`src/rtl/wpc_pkg.sv`:
```
package wpc_pkg;

    typedef enum logic [2:0] {
        K_NONE    = 3'd0,
        K_PAGE_ER = 3'd1,
        K_SECT_ER = 3'd2,
        K_CHIP_ER = 3'd3,
        K_PROG    = 3'd4,
        K_PWRITE  = 3'd5
    } kind_e;

    localparam logic [7:0] OPC_WEN_SET = 8'h06;
    localparam logic [7:0] OPC_WEN_CLR = 8'h04;
    localparam logic [7:0] OPC_SLEEP   = 8'hB9;
    localparam logic [7:0] OPC_WAKE    = 8'hAB;
    localparam logic [7:0] OPC_PAGE_ER = 8'hDB;
    localparam logic [7:0] OPC_SECT_ER = 8'hD8;
    localparam logic [7:0] OPC_CHIP_ER = 8'hC7;
    localparam logic [7:0] OPC_PROG    = 8'h02;
    localparam logic [7:0] OPC_PWRITE  = 8'h0A;

endpackage

```
`src/rtl/wpc_decode.sv`:
```
module wpc_decode
    import wpc_pkg::*;
#(
    parameter int CNT_W     = 5,
    parameter int T_PAGE_ER = 12,
    parameter int T_SECT_ER = 20,
    parameter int T_CHIP_ER = 28,
    parameter int T_PROG    = 8,
    parameter int T_PWRITE  = 16
) (
    input  logic [7:0]       op,
    output kind_e            kind,
    output logic             is_set,
    output logic             is_clr,
    output logic             is_sleep,
    output logic             is_wake,
    output logic [CNT_W-1:0] dur
);
    always_comb begin
        kind     = K_NONE;
        dur      = '0;
        is_set   = (op == OPC_WEN_SET);
        is_clr   = (op == OPC_WEN_CLR);
        is_sleep = (op == OPC_SLEEP);
        is_wake  = (op == OPC_WAKE);
        case (op)
            OPC_PAGE_ER: begin kind = K_PAGE_ER; dur = CNT_W'(T_PAGE_ER); end
            OPC_SECT_ER: begin kind = K_SECT_ER; dur = CNT_W'(T_SECT_ER); end
            OPC_CHIP_ER: begin kind = K_CHIP_ER; dur = CNT_W'(T_CHIP_ER); end
            OPC_PROG:    begin kind = K_PROG;    dur = CNT_W'(T_PROG);    end
            OPC_PWRITE:  begin kind = K_PWRITE;  dur = CNT_W'(T_PWRITE);  end
            default:     begin kind = K_NONE;    dur = '0;                end
        endcase
    end
endmodule

```
`src/rtl/wpc_guard.sv`:
```
module wpc_guard
    import wpc_pkg::*;
#(
    parameter int ADDR_W     = 18,
    parameter int PAGE_BITS  = 8,
    parameter int SECT_BITS  = 16,
    parameter int PROT_PAGES = 256
) (
    input  kind_e             kind,
    input  logic [ADDR_W-1:0] addr,
    input  logic              wp_n,
    output logic              blocked
);
    localparam longint PROT_BYTES = longint'(PROT_PAGES) << PAGE_BITS;
    localparam longint SECT_SIZE  = longint'(1) << SECT_BITS;
    localparam longint SECT_LIM   = ((PROT_BYTES + SECT_SIZE - 1) / SECT_SIZE) * SECT_SIZE;
    localparam logic [ADDR_W:0] PAGE_EDGE = (ADDR_W+1)'(PROT_BYTES);
    localparam logic [ADDR_W:0] SECT_EDGE = (ADDR_W+1)'(SECT_LIM);

    logic [ADDR_W:0] a_ext;
    logic            in_pages;
    logic            in_sects;

    always_comb begin
        a_ext    = {1'b0, addr};
        in_pages = (a_ext < PAGE_EDGE);
        in_sects = (a_ext < SECT_EDGE);
        blocked  = 1'b0;
        if (!wp_n) begin
            case (kind)
                K_PAGE_ER, K_PROG, K_PWRITE: blocked = in_pages;
                K_SECT_ER:                   blocked = in_sects;
                K_CHIP_ER:                   blocked = (PROT_PAGES > 0);
                default:                     blocked = 1'b0;
            endcase
        end
    end
endmodule

```
`src/rtl/wpc_timer.sv`:
```
module wpc_timer #(
    parameter int CNT_W = 5
) (
    input  logic             clk,
    input  logic             rst_n,
    input  logic             load,
    input  logic [CNT_W-1:0] load_val,
    output logic             done
);
    logic [CNT_W-1:0] cnt_d, cnt_q;

    always_comb begin
        cnt_d = cnt_q;
        if (load)
            cnt_d = load_val;
        else if (cnt_q != '0)
            cnt_d = cnt_q - CNT_W'(1);
    end

    always_ff @(posedge clk or negedge rst_n) begin
        if (!rst_n) cnt_q <= '0;
        else        cnt_q <= cnt_d;
    end

    assign done = (cnt_q == CNT_W'(1));
endmodule

```
`src/rtl/wpc_ctrl.sv`:
```
module wpc_ctrl
    import wpc_pkg::*;
#(
    parameter int ADDR_W     = 18,
    parameter int PAGE_BITS  = 8,
    parameter int SECT_BITS  = 16,
    parameter int PROT_PAGES = 256,
    parameter int T_PAGE_ER  = 12,
    parameter int T_SECT_ER  = 20,
    parameter int T_CHIP_ER  = 28,
    parameter int T_PROG     = 8,
    parameter int T_PWRITE   = 16
) (
    input  logic              clk,
    input  logic              rst_n,
    input  logic              cmd_vld,
    input  logic [7:0]        cmd_op,
    input  logic [ADDR_W-1:0] cmd_addr,
    input  logic              cmd_whole,
    input  logic              wp_n,
    input  logic              hrst_n,
    output logic [7:0]        status,
    output logic              grant,
    output logic [2:0]        grant_kind,
    output logic [ADDR_W-1:0] grant_addr,
    output logic              pd_active
);
    localparam int T_M1  = (T_PAGE_ER > T_SECT_ER) ? T_PAGE_ER : T_SECT_ER;
    localparam int T_M2  = (T_CHIP_ER > T_PROG) ? T_CHIP_ER : T_PROG;
    localparam int T_M3  = (T_M1 > T_M2) ? T_M1 : T_M2;
    localparam int T_MAX = (T_M3 > T_PWRITE) ? T_M3 : T_PWRITE;
    localparam int CNT_W = $clog2(T_MAX + 1);

    typedef struct packed {
        logic              wen;
        logic              busy;
        logic              pd;
        logic              grant;
        kind_e             gkind;
        logic [ADDR_W-1:0] gaddr;
    } st_t;

    st_t st_d, st_q;

    kind_e            kind;
    logic             is_set, is_clr, is_sleep, is_wake;
    logic [CNT_W-1:0] dur;
    logic             blocked;
    logic             tmr_load;
    logic             tmr_done;

    wpc_decode #(
        .CNT_W(CNT_W), .T_PAGE_ER(T_PAGE_ER), .T_SECT_ER(T_SECT_ER),
        .T_CHIP_ER(T_CHIP_ER), .T_PROG(T_PROG), .T_PWRITE(T_PWRITE)
    ) u_dec (
        .op(cmd_op), .kind(kind), .is_set(is_set), .is_clr(is_clr),
        .is_sleep(is_sleep), .is_wake(is_wake), .dur(dur)
    );

    wpc_guard #(
        .ADDR_W(ADDR_W), .PAGE_BITS(PAGE_BITS), .SECT_BITS(SECT_BITS),
        .PROT_PAGES(PROT_PAGES)
    ) u_guard (
        .kind(kind), .addr(cmd_addr), .wp_n(wp_n), .blocked(blocked)
    );

    wpc_timer #(.CNT_W(CNT_W)) u_tmr (
        .clk(clk), .rst_n(rst_n), .load(tmr_load), .load_val(dur), .done(tmr_done)
    );

    always_comb begin
        st_d       = st_q;
        st_d.grant = 1'b0;
        tmr_load   = 1'b0;
        if (st_q.busy) begin
            // a running operation masks commands and the reset pin
            if (tmr_done) begin
                st_d.busy = 1'b0;
                st_d.wen  = 1'b0;
            end
        end else if (!hrst_n) begin
            st_d.wen = 1'b0;
            st_d.pd  = 1'b0;
        end else if (cmd_vld && cmd_whole) begin
            if (st_q.pd) begin
                if (is_wake) st_d.pd = 1'b0;
            end else if (is_set) begin
                st_d.wen = 1'b1;
            end else if (is_clr) begin
                st_d.wen = 1'b0;
            end else if (is_sleep) begin
                st_d.pd = 1'b1;
            end else if (kind != K_NONE && st_q.wen && !blocked) begin
                st_d.busy  = 1'b1;
                st_d.grant = 1'b1;
                st_d.gkind = kind;
                st_d.gaddr = cmd_addr;
                tmr_load   = 1'b1;
            end
        end
    end

    always_ff @(posedge clk or negedge rst_n) begin
        if (!rst_n) begin
            st_q <= '{wen: 1'b0, busy: 1'b0, pd: 1'b0, grant: 1'b0,
                      gkind: K_NONE, gaddr: '0};
        end else begin
            st_q <= st_d;
        end
    end

    assign status     = {6'b0, st_q.wen, st_q.busy};
    assign grant      = st_q.grant;
    assign grant_kind = st_q.gkind;
    assign grant_addr = st_q.gaddr;
    assign pd_active  = st_q.pd;
endmodule

```
`config.mk`:
```
export PLATFORM = sky130hd
export DESIGN_NAME = wpc_ctrl
export DESIGN_NICKNAME = d
export VERILOG_FILES = /design/src/rtl/wpc_pkg.sv /design/src/rtl/wpc_decode.sv /design/src/rtl/wpc_guard.sv /design/src/rtl/wpc_timer.sv /design/src/rtl/wpc_ctrl.sv
export SDC_FILE = /design/constraint.sdc
export NUM_CORES = 1
export LEC_CHECK = 0
export BUFFER_PORTS_ARGS = -buffer_cell sky130_fd_sc_hd__buf_2
export CAP_MARGIN = 20
export CORE_UTILIZATION = 51
export CTS_CLUSTER_DIAMETER = 40
export DETAILED_ROUTE_END_ITERATION = 12
export PLACE_DENSITY = 0.93
export SYNTH_ARGS = -nofsm -noshare
export SYNTH_HDL_FRONTEND = slang
export SYNTH_SLANG_ARGS = --single-unit
```
`constraint.sdc`:
```
create_clock -name clk -period 4 [get_ports clk]
set_input_delay 0.2 -clock clk [delete_from_list [all_inputs] [get_ports clk]]
set_output_delay 0.2 -clock clk [all_outputs]
set_load 0.1 [all_outputs]
```
* Word level (Yosys, flattened, before mapping)
Cells that the tools add are included.
** Word-level totals
- Flip-flop bits (word level) :: 30
- Latch bits :: 0
- Bits in writable memories :: 0
- Bits in read-only memories :: 0
- Input bits :: 32
- Output and inout port bits :: 31
- Word-level logic and storage cells :: 78
- Memories :: 0
** Cells by class
- Add/subtract/negate cells :: 1
- $mul :: 0
- Divide/modulo/power cells :: 0
- Order comparisons :: 1
- Equality and inequality tests :: 20
- Shift-type cells :: 0
- Muxes and demuxes :: 33
- Bitwise operators :: 5
- Reduce and logical (&&, ||, !) cells :: 11
** Operators by type and width (count)
- 22-bit 2-to-1 mux :: 5
- 24-bit 2-to-1 mux :: 2
- 8-bit == test (second input constant) :: 5
- 25-bit 2-to-1 mux :: 1
- 5-bit one-hot mux with 5 select lines :: 1
- 18-bit by 17-bit < comparator with 1-bit output (second input constant) :: 1
- 1-bit 2-to-1 mux :: 17
- 8-bit by 3-bit == test with 1-bit output (second input constant) :: 2
- 3-bit one-hot mux with 5 select lines :: 1
- 5-bit 2-to-1 mux :: 2
- 8-bit by 2-bit == test with 1-bit output (second input constant) :: 1
- 8-bit by 4-bit == test with 1-bit output (second input constant) :: 1
- 8-bit AND reduction :: 1
- 3-bit by 2-bit == test with 1-bit output (second input constant) :: 2
- 3-bit == test (second input constant) :: 2
- 2-bit 2-to-1 mux :: 3
- 5-bit by 1-bit == test with 1-bit output (second input constant) :: 1
- 1-bit NOT :: 5
- 5-bit nonzero test :: 1
- 5-bit by 1-bit subtractor with 5-bit output (second input constant) :: 1
- 2-bit by 1-bit inequality test with 1-bit output (second input constant) :: 2
- 4-bit by 1-bit inequality test with 1-bit output (second input constant) :: 1
- 4-bit AND reduction :: 1
- 4-bit OR reduction :: 1
- other kinds (9) :: 11

* Longest topological paths before layout
- Word-level depth :: 17
- Mapped depth :: 7
- Gate-level depth less buffers :: 6

* By module
A second synthesis with hierarchy kept.
** Second synthesis, totals
- Cell total of the unflattened synthesis :: 142
- Area total of the unflattened synthesis :: 1704.1 µm²
** Modules (own cells, without submodules)
- wpc_ctrl :: times used 1, cells an instance 73, area each 1136.1 µm², sequential area each 625.6 µm²
- wpc_timer :: times used 1, cells an instance 29, area each 302.8 µm², sequential area each 125.1 µm²
- wpc_decode :: times used 1, cells an instance 34, area each 235.2 µm², sequential area each 0.0 µm²
- wpc_guard :: times used 1, cells an instance 6, area each 30.0 µm², sequential area each 0.0 µm²

* Worst setup path after synthesis
No wires, ideal clock.
- Path kind :: reg2reg
- From :: reg st_q, in the netlist status[1]
- To :: reg st_q, in the netlist grant_addr[15]
- Setup time :: 125 ps
- Arrival time :: 2424 ps
- Required time :: 3875 ps
- Setup slack :: 1451 ps
- Stages on the path, launching flop included :: 5
- Buffers on the path :: 1
- Period minus slack after synthesis :: 2549 ps
- Cells stage by stage :: dfrtp_1 > nand4_1 > a2111oi_4 > buf_6 > mux2_2
** On the way
- Longest elaborated chain between the ends :: 3
** Ends and longest elaborated chain
- start: declaration :: RTL line wpc_ctrl.sv:43 : st_t st_d, st_q;
- start signal: assignment :: RTL line wpc_ctrl.sv:105 : st_q <= '{wen: 1'b0, busy: 1'b0, pd: 1'b0, grant: 1'b0,
- start signal: assignment :: RTL line wpc_ctrl.sv:108 : st_q <= st_d;
- 1-bit logical AND (2 in a row) :: RTL line wpc_ctrl.sv:93 : end else if (kind != K_NONE && st_q.wen && !blocked) begin
- 8-bit AND reduction (no source line)
No other way between the ends.
A chain may end at the register's enable or synchronous reset.

* Worst setup path in the final report
- From :: in cmd_op[3]
- To :: reg st_q, in the netlist grant_addr[13]
** On the way
- Longest elaborated chain between the ends :: 9
- Elaborated cells between the ends (all ways) :: 25
- Classes of those cells :: eq/ne: 13; mux: 3; bitwise: 3; reduce/logical: 6
** Ends and longest elaborated chain
- start: declaration :: RTL line wpc_ctrl.sv:17 : input logic [7:0] cmd_op,
- 8-bit by 4-bit == test with 1-bit output, or another cell as far along :: RTL line wpc_decode.sv:26 : case (op)
- 3-bit one-hot mux with 5 select lines :: RTL line wpc_decode.sv:26
- 3-bit by 1-bit == test with 1-bit output, or another cell as far along :: RTL line wpc_guard.sv:30 : case (kind)
- 4-bit OR reduction (no source line)
- 1-bit one-hot mux with 2 select lines :: RTL line wpc_guard.sv:30
- 1-bit 2-to-1 mux :: RTL line wpc_guard.sv:29 : if (!wp_n) begin
- 1-bit zero test :: RTL line wpc_ctrl.sv:93
- 1-bit logical AND :: RTL line wpc_ctrl.sv:93
- 8-bit AND reduction (no source line) *
Every way passes the cells marked *; elsewhere a longest branch is shown, timed or not.

==> impl_metrics.env <==
export IMPL_outcome="completed"
export IMPL_syn_avg_cell_area_um2=12.0
export IMPL_worst_slew_pin_slew_ns=0.830
export IMPL_clk_pin_slew_ns=0.10
export IMPL_vias=1176
export IMPL_dr_pass1_iters=4
export IMPL_synth_ff_type="dfrtp_1"
export IMPL_drt_initial_drc_count=27
export IMPL_setup_tns_ns=0
export IMPL_core_mm2=0.00276
export IMPL_rows=19
export IMPL_numClockSinks=30
export IMPL_routed_wl_mm=3.13
export IMPL_grt_pass1_wl_mm=5.28
export IMPL_cts_root_buffer_cell="clkbuf_4"
export IMPL_ys_seq_area_share_pct=50.3
export IMPL_cp_required_ns=4.22
export IMPL_skew_ns=0.0139
export IMPL_num_io_pins=63
export IMPL_ctsLongestPathBuffers=2
export IMPL_insertedDiodeCount=0
export IMPL_dieArea_mm2=0.00315
export IMPL_hold_viol_final=0
export IMPL_final_util_pct=68.5
export IMPL_grt_pass1_vias=1181
export IMPL_syn_to_final_growth_pct=26.5
export IMPL_max_cap_violations=0
export IMPL_synth_distinct_cells=34
export IMPL_die_x_um=56.1
export IMPL_wl_per_cell_um=14.4
export IMPL_antenna_found_initial=0
export IMPL_numCtsBuffers=5
export IMPL_hold_path_class="input port to flop"
export IMPL_ant_nets=0
export IMPL_end_kind="flop"
export IMPL_cp_arrival_ns=2.71
export IMPL_post_cts_resized=0
export IMPL_synth_seq_cells=30
export IMPL_final_setup_viol_count=0
export IMPL_hold_ws_ns=0.0961
export IMPL_timing_final_ws_setup_ns=1.51
export IMPL_clkLatencyLatePin_ns=0.33
export IMPL_synth_edf_count=0
export IMPL_place_gp_congestion=0.823
export IMPL_vias_per_cell=5.39
export IMPL_fin_crit_ns=2.49
export IMPL_worst_path_max_fanout=16
export IMPL_port_buffers=56
export IMPL_p_leak_nw=1.04
export IMPL_initial_utilization_pct=54.2
export IMPL_start_kind="input port"
export IMPL_max_freq_mhz=402
export IMPL_die_height_um=56.1
export IMPL_cts_tree="yes"
export IMPL_drc_errors=0
export IMPL_syn_instance_count=125
export IMPL_worstSetupPathType="input port to flop"
export IMPL_dp_hpwl_mm=2.43
export IMPL_grt_max_degree=31
export IMPL_rsz0062_at_grt="no"
export IMPL_h_tree_depth=2
export IMPL_drive_above_1_share_pct=50.3
export IMPL_peakVddDrop_mv=0.350
export IMPL_netlist_area_mm2=0.00149
export IMPL_grt_total_usage_pct=22.6
export IMPL_nets=220
export IMPL_power_density_mw_per_mm2=447
export IMPL_slew_headroom_pct=44.7
export IMPL_maxSlewViolCount=0
export IMPL_pre_cts_ws_ns=1.16
export IMPL_synth_warnings=0
export IMPL_timing_final_crit_share_pct=62.2
export IMPL_grt_overflow=0
export IMPL_async_reset_ff_share_pct=100
## per-layer routing
| metal | up-vias | share of wire, % | GRT usage [%] |
|---|---|---|---|
| met5 | - | 0 | 0 |
| met4 | 0 | 4.7 | 15.0 |
| met3 | 14 | 4.3 | 6.05 |
| met2 | 45 | 53 | 39.6 |
| met1 | 569 | 38 | 23.5 |
| li1 | 548 | - | - |
## registers in the layout, summed over array words and instances, names as in the netlist
register and count:
status 2, grant 1, grant_addr 18, u_tmr.cnt_q 5, pd_active 1, grant_kind 3
## through the flow
stage          cells  power, mW  area, µm²
2_1_floorplan    130      0.478       1510
3_3_place_gp     209      0.509       1770
3_5_place_dp     209      0.525       1770
4_1_cts          218      0.853       1890
5_1_grt          218      0.887       1890
6_report         218      0.845       1890
## logic make-up (layout without fill, tap and decap cells)
logic type      after synthesis  in the layout  synth area share (%)
simple gates                 39             39                  14.4
flops                        30             30                  50.3
mux                          25             25                  18.5
compound gates               13             13                  7.62
buf+inv                      12             69                  5.53
xor+xnor                      3              3                  1.76
fa+ha+maj                     2              2                  1.67
other cells                   1              6                 0.251
## critical path, cell delays in order
cell,delay [ns]
buf_2,0.14
nor4b_4,0.33
nand4_1,0.24
a21boi_2,0.25
a2111oi_4,0.83
buf_4,0.37
mux2_2,0.36
## repair_timing
| item | 4_1_cts | 5_1_grt |
|---|---|---|
| setup buffers | 0 | 0 |
| setup endpoints to repair | 0 | 0 |
| hold buffers | 1 | 0 |
| endpoints found under the hold margin | 30 | 0 |
## power by group
part	switching, mW	internal, mW	total (mW)	leakage, nW
registers	0.0232	0.330	0.353	0.410
logic	0.110	0.0638	0.173	0.567
clock network	0.107	0.212	0.319	0.0585
## layout make-up
cell class / instances / area, µm²
Clock buffer: 6 / 51.3
Fill cell: 184 / 868
Multi-Input combinational cell: 88 / 679
Inverter: 3 / 11.3
Sequential cell: 30 / 751
Tap cell: 31 / 38.8
Timing Repair Buffer: 58 / 298
Clock inverter: 2 / 60.1
## Yosys cell counts, types with 2 or more instances
cell type | number | area (µm²)
dfrtp_1 | 30 | 751
buf_4 | 6 | 45.0
o21ai_0 | 3 | 15.0
a21oi_1 | 2 | 10.0
mux2i_1 | 4 | 40.0
nor2_1 | 6 | 22.5
nand2_1 | 11 | 41.3
xor2_1 | 2 | 17.5
nand4_1 | 2 | 12.5
nor3_1 | 5 | 25.0
buf_6 | 2 | 22.5
or2_2 | 4 | 25.0
nand3b_1 | 2 | 15.0
mux2_2 | 21 | 236
nand3_1 | 3 | 15.0
ha_1 | 2 | 25.0
inv_1 | 3 | 11.3
## worst paths after layout
kind | slack, ns | cells past startpoint | to | start
hold / removal | 0.1 | 2 | grant_addr[15]$_DFFE_PN0P_ | cmd_addr[15]
setup reg to reg | 1.55 | 5 | grant_addr[13]$_DFFE_PN0P_ | pd_active$_DFFE_PN0P_
max in group asynchronous | 3.17 | 2 | grant_addr[2]$_DFFE_PN0P_ | rst_n
setup / recovery | 1.51 | 7 | grant_addr[13]$_DFFE_PN0P_ | cmd_op[3]
min in group asynchronous | 0.41 | 2 | grant_addr[6]$_DFFE_PN0P_ | rst_n
hold reg to reg | 0.51 | 1 | grant_addr[1]$_DFFE_PN0P_ | grant_addr[1]$_DFFE_PN0P_
## cells in the final DEF (no fill, tap or decap), drive strengths merged, types with 2 or more instances in the layout
cell,instances
clkbuf,6
a21oi,2
o21ai,3
xor2,2
nand3,3
mux2,21
nand4,2
buf,57
mux2i,4
conb,6
ha,2
or2,4
nand3b,2
inv,3
nor2,6
dfrtp,30
bufinv,2
nand2,11
nor3,5
No activity file was read; power rests on OpenSTA's default activity.
